==> config.mk <==
export PLATFORM = sky130hd
export DESIGN_NAME = ide_regwin
export DESIGN_NICKNAME = d
export VERILOG_FILES = /design/src/rtl/ide_regwin_pkg.sv /design/src/rtl/ide_regwin_dec.sv /design/src/rtl/ide_regwin_swap.sv /design/src/rtl/ide_regwin_irq.sv /design/src/rtl/ide_regwin.sv
export SDC_FILE = /design/constraint.sdc
export NUM_CORES = 1
export LEC_CHECK = 0
export ABC_AREA = 0
export BUFFER_PORTS_ARGS = -buffer_cell sky130_fd_sc_hd__buf_2
export CAP_MARGIN = 10
export CORE_MARGIN = 1.5
export CORE_UTILIZATION = 50
export DETAILED_ROUTE_END_ITERATION = 16
export PLACE_DENSITY_LB_ADDON = 0.05
export RECOVER_POWER = 25
export SLEW_MARGIN = 20
export SYNTH_ARGS = -nofsm -noshare
export SYNTH_HDL_FRONTEND = slang
export SYNTH_HIERARCHICAL = 1
export SYNTH_SLANG_ARGS = --single-unit
==> constraint.sdc <==
create_clock -name clk_i -period 2.2 [get_ports clk_i]
set_clock_uncertainty 0.2 [all_clocks]
set_input_delay 0 -clock clk_i [delete_from_list [all_inputs] [get_ports clk_i]]
set_output_delay 0 -clock clk_i [all_outputs]
set_load 0.01 [all_outputs]
==> src/rtl/ide_regwin_pkg.sv <==
`timescale 1ns/1ps
package ide_regwin_pkg;
  typedef enum logic [1:0] {SZ_BYTE = 2'd0, SZ_HALF = 2'd1, SZ_WORD = 2'd2, SZ_RSVD = 2'd3} size_e;
  typedef enum logic [2:0] {K_NONE, K_TF, K_CTL, K_DATA, K_TIMING, K_IRQ} kind_e;
  localparam int IDX_TF_LO  = 1;
  localparam int IDX_TF_HI  = 7;
  localparam int IDX_CTL_A  = 8;
  localparam int IDX_CTL_B  = 22;
  localparam int IDX_TIMING = 32;
  localparam int IDX_IRQ    = 48;
  localparam int DMA_BIT    = 31;
  localparam int DISK_BIT   = 30;
endpackage

==> src/rtl/ide_regwin_dec.sv <==
`timescale 1ns/1ps
module ide_regwin_dec
  import ide_regwin_pkg::*;
#(
  parameter int IDX_W = 8
) (
  input  logic [IDX_W-1:0] idx_i,
  input  logic [1:0]       size_i,
  output kind_e            kind_o
);
  always_comb begin
    kind_o = K_NONE;
    case (size_e'(size_i))
      SZ_BYTE: begin
        if (idx_i >= IDX_W'(IDX_TF_LO) && idx_i <= IDX_W'(IDX_TF_HI)) kind_o = K_TF;
        else if (idx_i == IDX_W'(IDX_CTL_A) || idx_i == IDX_W'(IDX_CTL_B)) kind_o = K_CTL;
      end
      SZ_HALF: begin
        if (idx_i == '0) kind_o = K_DATA;
      end
      SZ_WORD: begin
        if (idx_i == '0) kind_o = K_DATA;
        else if (idx_i == IDX_W'(IDX_TIMING)) kind_o = K_TIMING;
        else if (idx_i == IDX_W'(IDX_IRQ)) kind_o = K_IRQ;
      end
      default: kind_o = K_NONE;
    endcase
  end
endmodule

==> src/rtl/ide_regwin_swap.sv <==
`timescale 1ns/1ps
module ide_regwin_swap #(
  parameter int BYTES = 4
) (
  input  logic [8*BYTES-1:0] d_i,
  output logic [8*BYTES-1:0] d_o
);
  for (genvar b = 0; b < BYTES; b++) begin : g_lane
    assign d_o[8*b +: 8] = d_i[8*(BYTES-1-b) +: 8];
  end
endmodule

==> src/rtl/ide_regwin_irq.sv <==
`timescale 1ns/1ps
module ide_regwin_irq
  import ide_regwin_pkg::*;
#(
  parameter int DW = 32
) (
  input  logic          clk_i,
  input  logic          rst_ni,
  input  logic          dma_lvl_i,
  input  logic          disk_lvl_i,
  input  logic          clr_dma_i,
  output logic [DW-1:0] img_o
);
  logic dma_prev_q, dma_q, disk_q;

  always_ff @(posedge clk_i or negedge rst_ni) begin
    if (!rst_ni) begin
      dma_prev_q <= 1'b0;
      dma_q      <= 1'b0;
      disk_q     <= 1'b0;
    end else begin
      dma_prev_q <= dma_lvl_i;
      disk_q     <= disk_lvl_i;
      // A level change wins over a software clear in the same cycle
      if (dma_lvl_i && !dma_prev_q)      dma_q <= 1'b1;
      else if (!dma_lvl_i && dma_prev_q) dma_q <= 1'b0;
      else if (clr_dma_i)                dma_q <= 1'b0;
    end
  end

  always_comb begin
    img_o           = '0;
    img_o[DMA_BIT]  = dma_q;
    img_o[DISK_BIT] = disk_q;
  end
endmodule

==> src/rtl/ide_regwin.sv <==
`timescale 1ns/1ps
module ide_regwin
  import ide_regwin_pkg::*;
#(
  parameter int ADDR_W = 12,
  parameter int DW     = 32
) (
  input  logic              clk_i,
  input  logic              rst_ni,
  input  logic              req_valid_i,
  output logic              req_ready_o,
  input  logic              req_write_i,
  input  logic [1:0]        req_size_i,
  input  logic [ADDR_W-1:0] req_addr_i,
  input  logic [DW-1:0]     req_wdata_i,
  output logic              rsp_valid_o,
  output logic [DW-1:0]     rsp_rdata_o,
  output logic              tf_we_o,
  output logic              tf_re_o,
  output logic [2:0]        tf_idx_o,
  output logic [7:0]        tf_wdata_o,
  input  logic [7:0]        tf_rdata_i,
  output logic              ctl_we_o,
  output logic [7:0]        ctl_wdata_o,
  input  logic [7:0]        alt_stat_i,
  output logic              dp_we_o,
  output logic              dp_re_o,
  output logic              dp_wide_o,
  output logic [DW-1:0]     dp_wdata_o,
  input  logic [DW-1:0]     dp_rdata_i,
  input  logic              disk_irq_i,
  input  logic              dma_irq_i,
  output logic              disk_irq_o,
  output logic              dma_irq_o
);
  localparam int STRIDE_B = 4;
  localparam int IDX_W    = ADDR_W - STRIDE_B;
  localparam int HW       = DW / 2;

  logic [IDX_W-1:0] idx;
  kind_e            kind;
  logic             wr_acc, rd_acc, wide;
  logic [HW-1:0]    wr16, rd16;
  logic [DW-1:0]    wr32, rd32;
  logic [DW-1:0]    timing_q, irq_img, rd_data;
  logic             clr_dma;
  logic             rsp_valid_q;
  logic [DW-1:0]    rsp_rdata_q;
  logic             unused_bits;

  assign idx         = req_addr_i[ADDR_W-1:STRIDE_B];
  assign unused_bits = ^req_addr_i[STRIDE_B-1:0];
  assign wr_acc      = req_valid_i && req_write_i;
  assign rd_acc      = req_valid_i && !req_write_i;
  assign wide        = (size_e'(req_size_i) == SZ_WORD);

  ide_regwin_dec #(.IDX_W(IDX_W)) dec_i (.idx_i(idx), .size_i(req_size_i), .kind_o(kind));

  ide_regwin_swap #(.BYTES(2))    sw_w16_i (.d_i(req_wdata_i[HW-1:0]), .d_o(wr16));
  ide_regwin_swap #(.BYTES(DW/8)) sw_w32_i (.d_i(req_wdata_i),         .d_o(wr32));
  ide_regwin_swap #(.BYTES(2))    sw_r16_i (.d_i(dp_rdata_i[HW-1:0]),  .d_o(rd16));
  ide_regwin_swap #(.BYTES(DW/8)) sw_r32_i (.d_i(dp_rdata_i),          .d_o(rd32));

  assign clr_dma = wr_acc && kind == K_IRQ && req_wdata_i[DMA_BIT];

  ide_regwin_irq #(.DW(DW)) irq_i (
    .clk_i, .rst_ni,
    .dma_lvl_i (dma_irq_i),
    .disk_lvl_i(disk_irq_i),
    .clr_dma_i (clr_dma),
    .img_o     (irq_img)
  );

  // Core strobes
  assign tf_we_o     = wr_acc && kind == K_TF;
  assign tf_re_o     = rd_acc && kind == K_TF;
  assign tf_idx_o    = idx[2:0];
  assign tf_wdata_o  = req_wdata_i[7:0];
  assign ctl_we_o    = wr_acc && kind == K_CTL;
  assign ctl_wdata_o = req_wdata_i[7:0];
  assign dp_we_o     = wr_acc && kind == K_DATA;
  assign dp_re_o     = rd_acc && kind == K_DATA;
  assign dp_wide_o   = wide;
  assign dp_wdata_o  = wide ? wr32 : {{(DW-HW){1'b0}}, wr16};

  assign disk_irq_o  = disk_irq_i;
  assign dma_irq_o   = dma_irq_i;
  assign req_ready_o = 1'b1;

  always_comb begin
    case (kind)
      K_TF:     rd_data = {{(DW-8){1'b0}}, tf_rdata_i};
      K_CTL:    rd_data = {{(DW-8){1'b0}}, alt_stat_i};
      K_DATA:   rd_data = wide ? rd32 : {{(DW-HW){1'b0}}, rd16};
      K_TIMING: rd_data = timing_q;
      K_IRQ:    rd_data = irq_img;
      default: begin
        case (size_e'(req_size_i))
          SZ_BYTE: rd_data = {{(DW-8){1'b0}}, 8'hFF};
          SZ_HALF: rd_data = {{(DW-HW){1'b0}}, {HW{1'b1}}};
          default: rd_data = '1;
        endcase
      end
    endcase
  end

  always_ff @(posedge clk_i or negedge rst_ni) begin
    if (!rst_ni) begin
      timing_q    <= '0;
      rsp_valid_q <= 1'b0;
      rsp_rdata_q <= '0;
    end else begin
      if (wr_acc && kind == K_TIMING) timing_q <= req_wdata_i;
      rsp_valid_q <= req_valid_i;
      rsp_rdata_q <= rd_acc ? rd_data : '0;
    end
  end

  assign rsp_valid_o = rsp_valid_q;
  assign rsp_rdata_o = rsp_rdata_q;
endmodule

==> key figures <==
GRT
  – Vias in the first global route: 4027
  – Overall Global Routing Usage: 0.243
  – GRT overflow: 0
  – Largest net degree at the start of global routing: 43
  – First-pass GRT wire length: between 20000 and 25000 um
  – Initial antenna violation count: 0

Routing
  – Remaining antenna violation count: 0
  – Final wirelength: 12900 um
  – Drt initial violations: ~280
  – DR WL/cell: between 15 and 20 um
  – Vias: about 4000
  – DRC Markers: 0
  – Vias/cell: approximately 5
  – Drt pass-1 iters: 5

Worst setup path
  – Slowest stage cell on the critical path: or3_4
  – R2R Path End: rsp_rdata_o[3]
  – Crit path to: dp_re_o
  – CP Data Arrival Time: about 1.9 ns
  – Critical Path Start: req_addr_i[8]
  – Max FO, Critical Path: 9
  – FF-to-FF path depth: 4
  – Crit path top cell by count: buf_2
  – CP max stage delay: 0.41 ns
  – Worst r2r src: timing_q[3]
  – R2R setup slack: between 0.8 and 0.9 ns
  – Crit path capture type: output port
  – CP Data Required Time: 2.00 ns
  – Critical Setup Path Class: in2out
  – Startpoint Class: primary input
  – Crit-path cells: buf_2 > nor4_4 > o211ai_2 > a2111oi_4 > buf_4 > nand2b_1 > or3_4 > inv_1 > buf_2

Floorplanning
  – Core area: roughly 10000 um^2
  – IO Pins: roughly 190
  – Die W: roughly 100 um
  – Row count: 36
  – DIE HEIGHT: ~100 um
  – Die area: around 11000 um^2
  – Initial Util: 0.518

Clocking
  – Clock buffer depth: 2
  – CTS sink count: between 60 and 70
  – Clock transition at path regs: 0.07 ns
  – H-Tree Depth: 3
  – Clk_lat worst skew: about 0.34 ns
  – Root buffer cell: clkbuf_8
  – CTS tree: yes
  – Num CTS Buffers: 9

Flow run
  – Max Cap Viol: 1

Timing
  – Minimum clock period: between 2 and 2.5 ns
  – Hold Violations, Final: 0
  – Slew Viols, Final: 27
  – Max Clock Freq: around 480 MHz
  – Setup TNS: 0 ns
  – Least-Margin Pin Slew: roughly 1.6 ns
  – RSZ-0062 raised after global routing: false
  – Rel. slew slack: -0.0482
  – Final setup vio count: 0
  – Period utilization: 0.948

Layout
  – Synthesis-to-layout area growth: 24.5%
  – Antenna Cells: 0
  – Layout cells sized above 1: 0.394
  – # nets final: slightly below 800
  – Finished Layout Cells: about 820
  – Layout fillers: about 850

Min path
  – Worst Min Path Start: alt_stat_i[6]
  – HP Class: in2reg

Synth
  – Synth cell count leaders: buf_4, dfrtp_1, mux2_2, and2_1
  – Asr flop ratio synth: 1.00
  – Share of the synthesized area in the top cell type: 0.335
  – Sequential area share after synthesis: 0.335
  – Predominant post-synthesis flop cell: dfrtp_1
  – Synth Register Bits: slightly below 70
  – Ys Warns: 6
  – Number of synthesized flops with an enable pin: 0
  – Mapped Avg Cell Area: between 9 and 10 um^2
  – Leading area contributor after synthesis: dfrtp_1
  – Count leader, synth: buf_4
  – Cells after synthesis: roughly 530
  – Library cells used by synthesis: 47
  – Syn Std Cell Area: 5080 um^2
  – Largest cells by area after synthesis: dfrtp_1, buf_4, mux2_2, and2_1, mux2i_1

Place
  – PortBufs: approximately 190
  – DP HPWL: ~9000 um
  – Routability Congestion: 0.928
  – Post-Place Cells: a little over 700

Power and ir drop
  – Worst VDD drop: between 300 and 400 uV
  – Leakage: approximately 0.0031 uW
  – PnR Total Power: 2960 uW
  – Cell area power density: approximately 470 nW/um^2

Run status
  – Status: finished, violations left
  – Failing checks: max-capacitance violations, max-slew violations
-- power by group --
part,leakage (uW),internal (uW),switching [uW],total (uW)
logic,0.00211,306,276,582
clock network,0.0000991,562,511,1070
registers,0.000916,1290,15.4,1310
total,0.00312,2160,802,2960
-- final cells by class --
| type | instances | area [um^2] | share of cell area |
|---|---|---|---|
| inverters | 6 | 22.5 | 0.00356 |
| flip-flops and latches | 68 | 1700 | 0.269 |
| repair buffers | 296 | 2000 | 0.316 |
| well taps | 133 | 166 | 0.0263 |
| clock inverters | 6 | 71.3 | 0.0113 |
| multi-input cells | 305 | 2230 | 0.352 |
| clock buffers | 10 | 138 | 0.0217 |
-- per-layer routing --
layer	routed length, um	global-route usage	up-vias	part of all wire
li1	-	-	1955	-
met1	6030	0.342	1865	0.47
met2	5800	0.374	182	0.45
met3	796	0.0554	25	0.062
met4	230	0.0655	0	0.018
met5	0	0	-	0
-- how the worst min path moves through the flow --
| stage | end | slack (ns) | cells past startpoint |
|---|---|---|---|
| floorplan | irq_i/disk_q | -0.50 | 0 |
| global route | tf_idx_o[2] | 0.08 | 2 |
| global placement | rsp_rdata_o[10] | -0.15 | 1 |
| CTS | rsp_rdata_o[10] | 0.04 | 2 |
| detailed placement | rsp_rdata_o[10] | -0.13 | 1 |
| finish | rsp_rdata_o[6] | 0.06 | 5 |
-- placed cells by master (no fill, tap or decap), drive strengths merged, types with 16 or more instances in the layout --
cell and instances:
mux2 50, and2 29, o31a 17, clkbuf 36, a21oi 21, conb 31
o21ai 22, mux2i 16, dlygate4sd3 81, nand2 22, buf 189, dfrtp 68
o22ai 16
-- timing repair --
item                                    CTS  global route
endpoints found under the setup margin    0             3
endpoints found under the hold margin   136             0
buffers inserted                          0             0
gates resized for setup                   0             3
hold buffers                             81             0
-- registers in the layout, indices dropped and copies added, names as in the netlist --
signal,flops
rsp_rdata_o,32
timing_q,32
irq_i/disk_q,1
irq_i/dma_prev_q,1
irq_i/dma_q,1
rsp_valid_o,1
-- worst max-delay path: cells and delay by family --
family          cells  cell delay (ns)
buf+inv             4             0.54
compound gates      2             0.52
simple gates        3             0.83
-- cells by family after synthesis --
group                      synth area share
buffers and inverters                 0.258
and+or+nand+nor                       0.126
AOI/OAI and AO/OA                     0.133
DFF                                   0.335
muxes                                 0.142
other                               0.00148
adders and majority gates           0.00222
xor gates and xnor gates            0.00172
-- per-stage QoR --
step / hold WS [ns] / instance area (um^2) / utilization / setup WS [ns]
finish: 0.0569 / 6330 / 0.645 / 0.115
global route: 0.0778 / 6330 / 0.645 / 0.00632
CTS: 0.0414 / 6350 / 0.646 / 0.124
detailed placement: -0.131 / 5330 / 0.543 / -0.203
global placement: -0.148 / 5330 / 0.543 / -0.234
floorplan: -0.496 / 5200 / - / 0.0496
(Power assumes the default switching activity.)
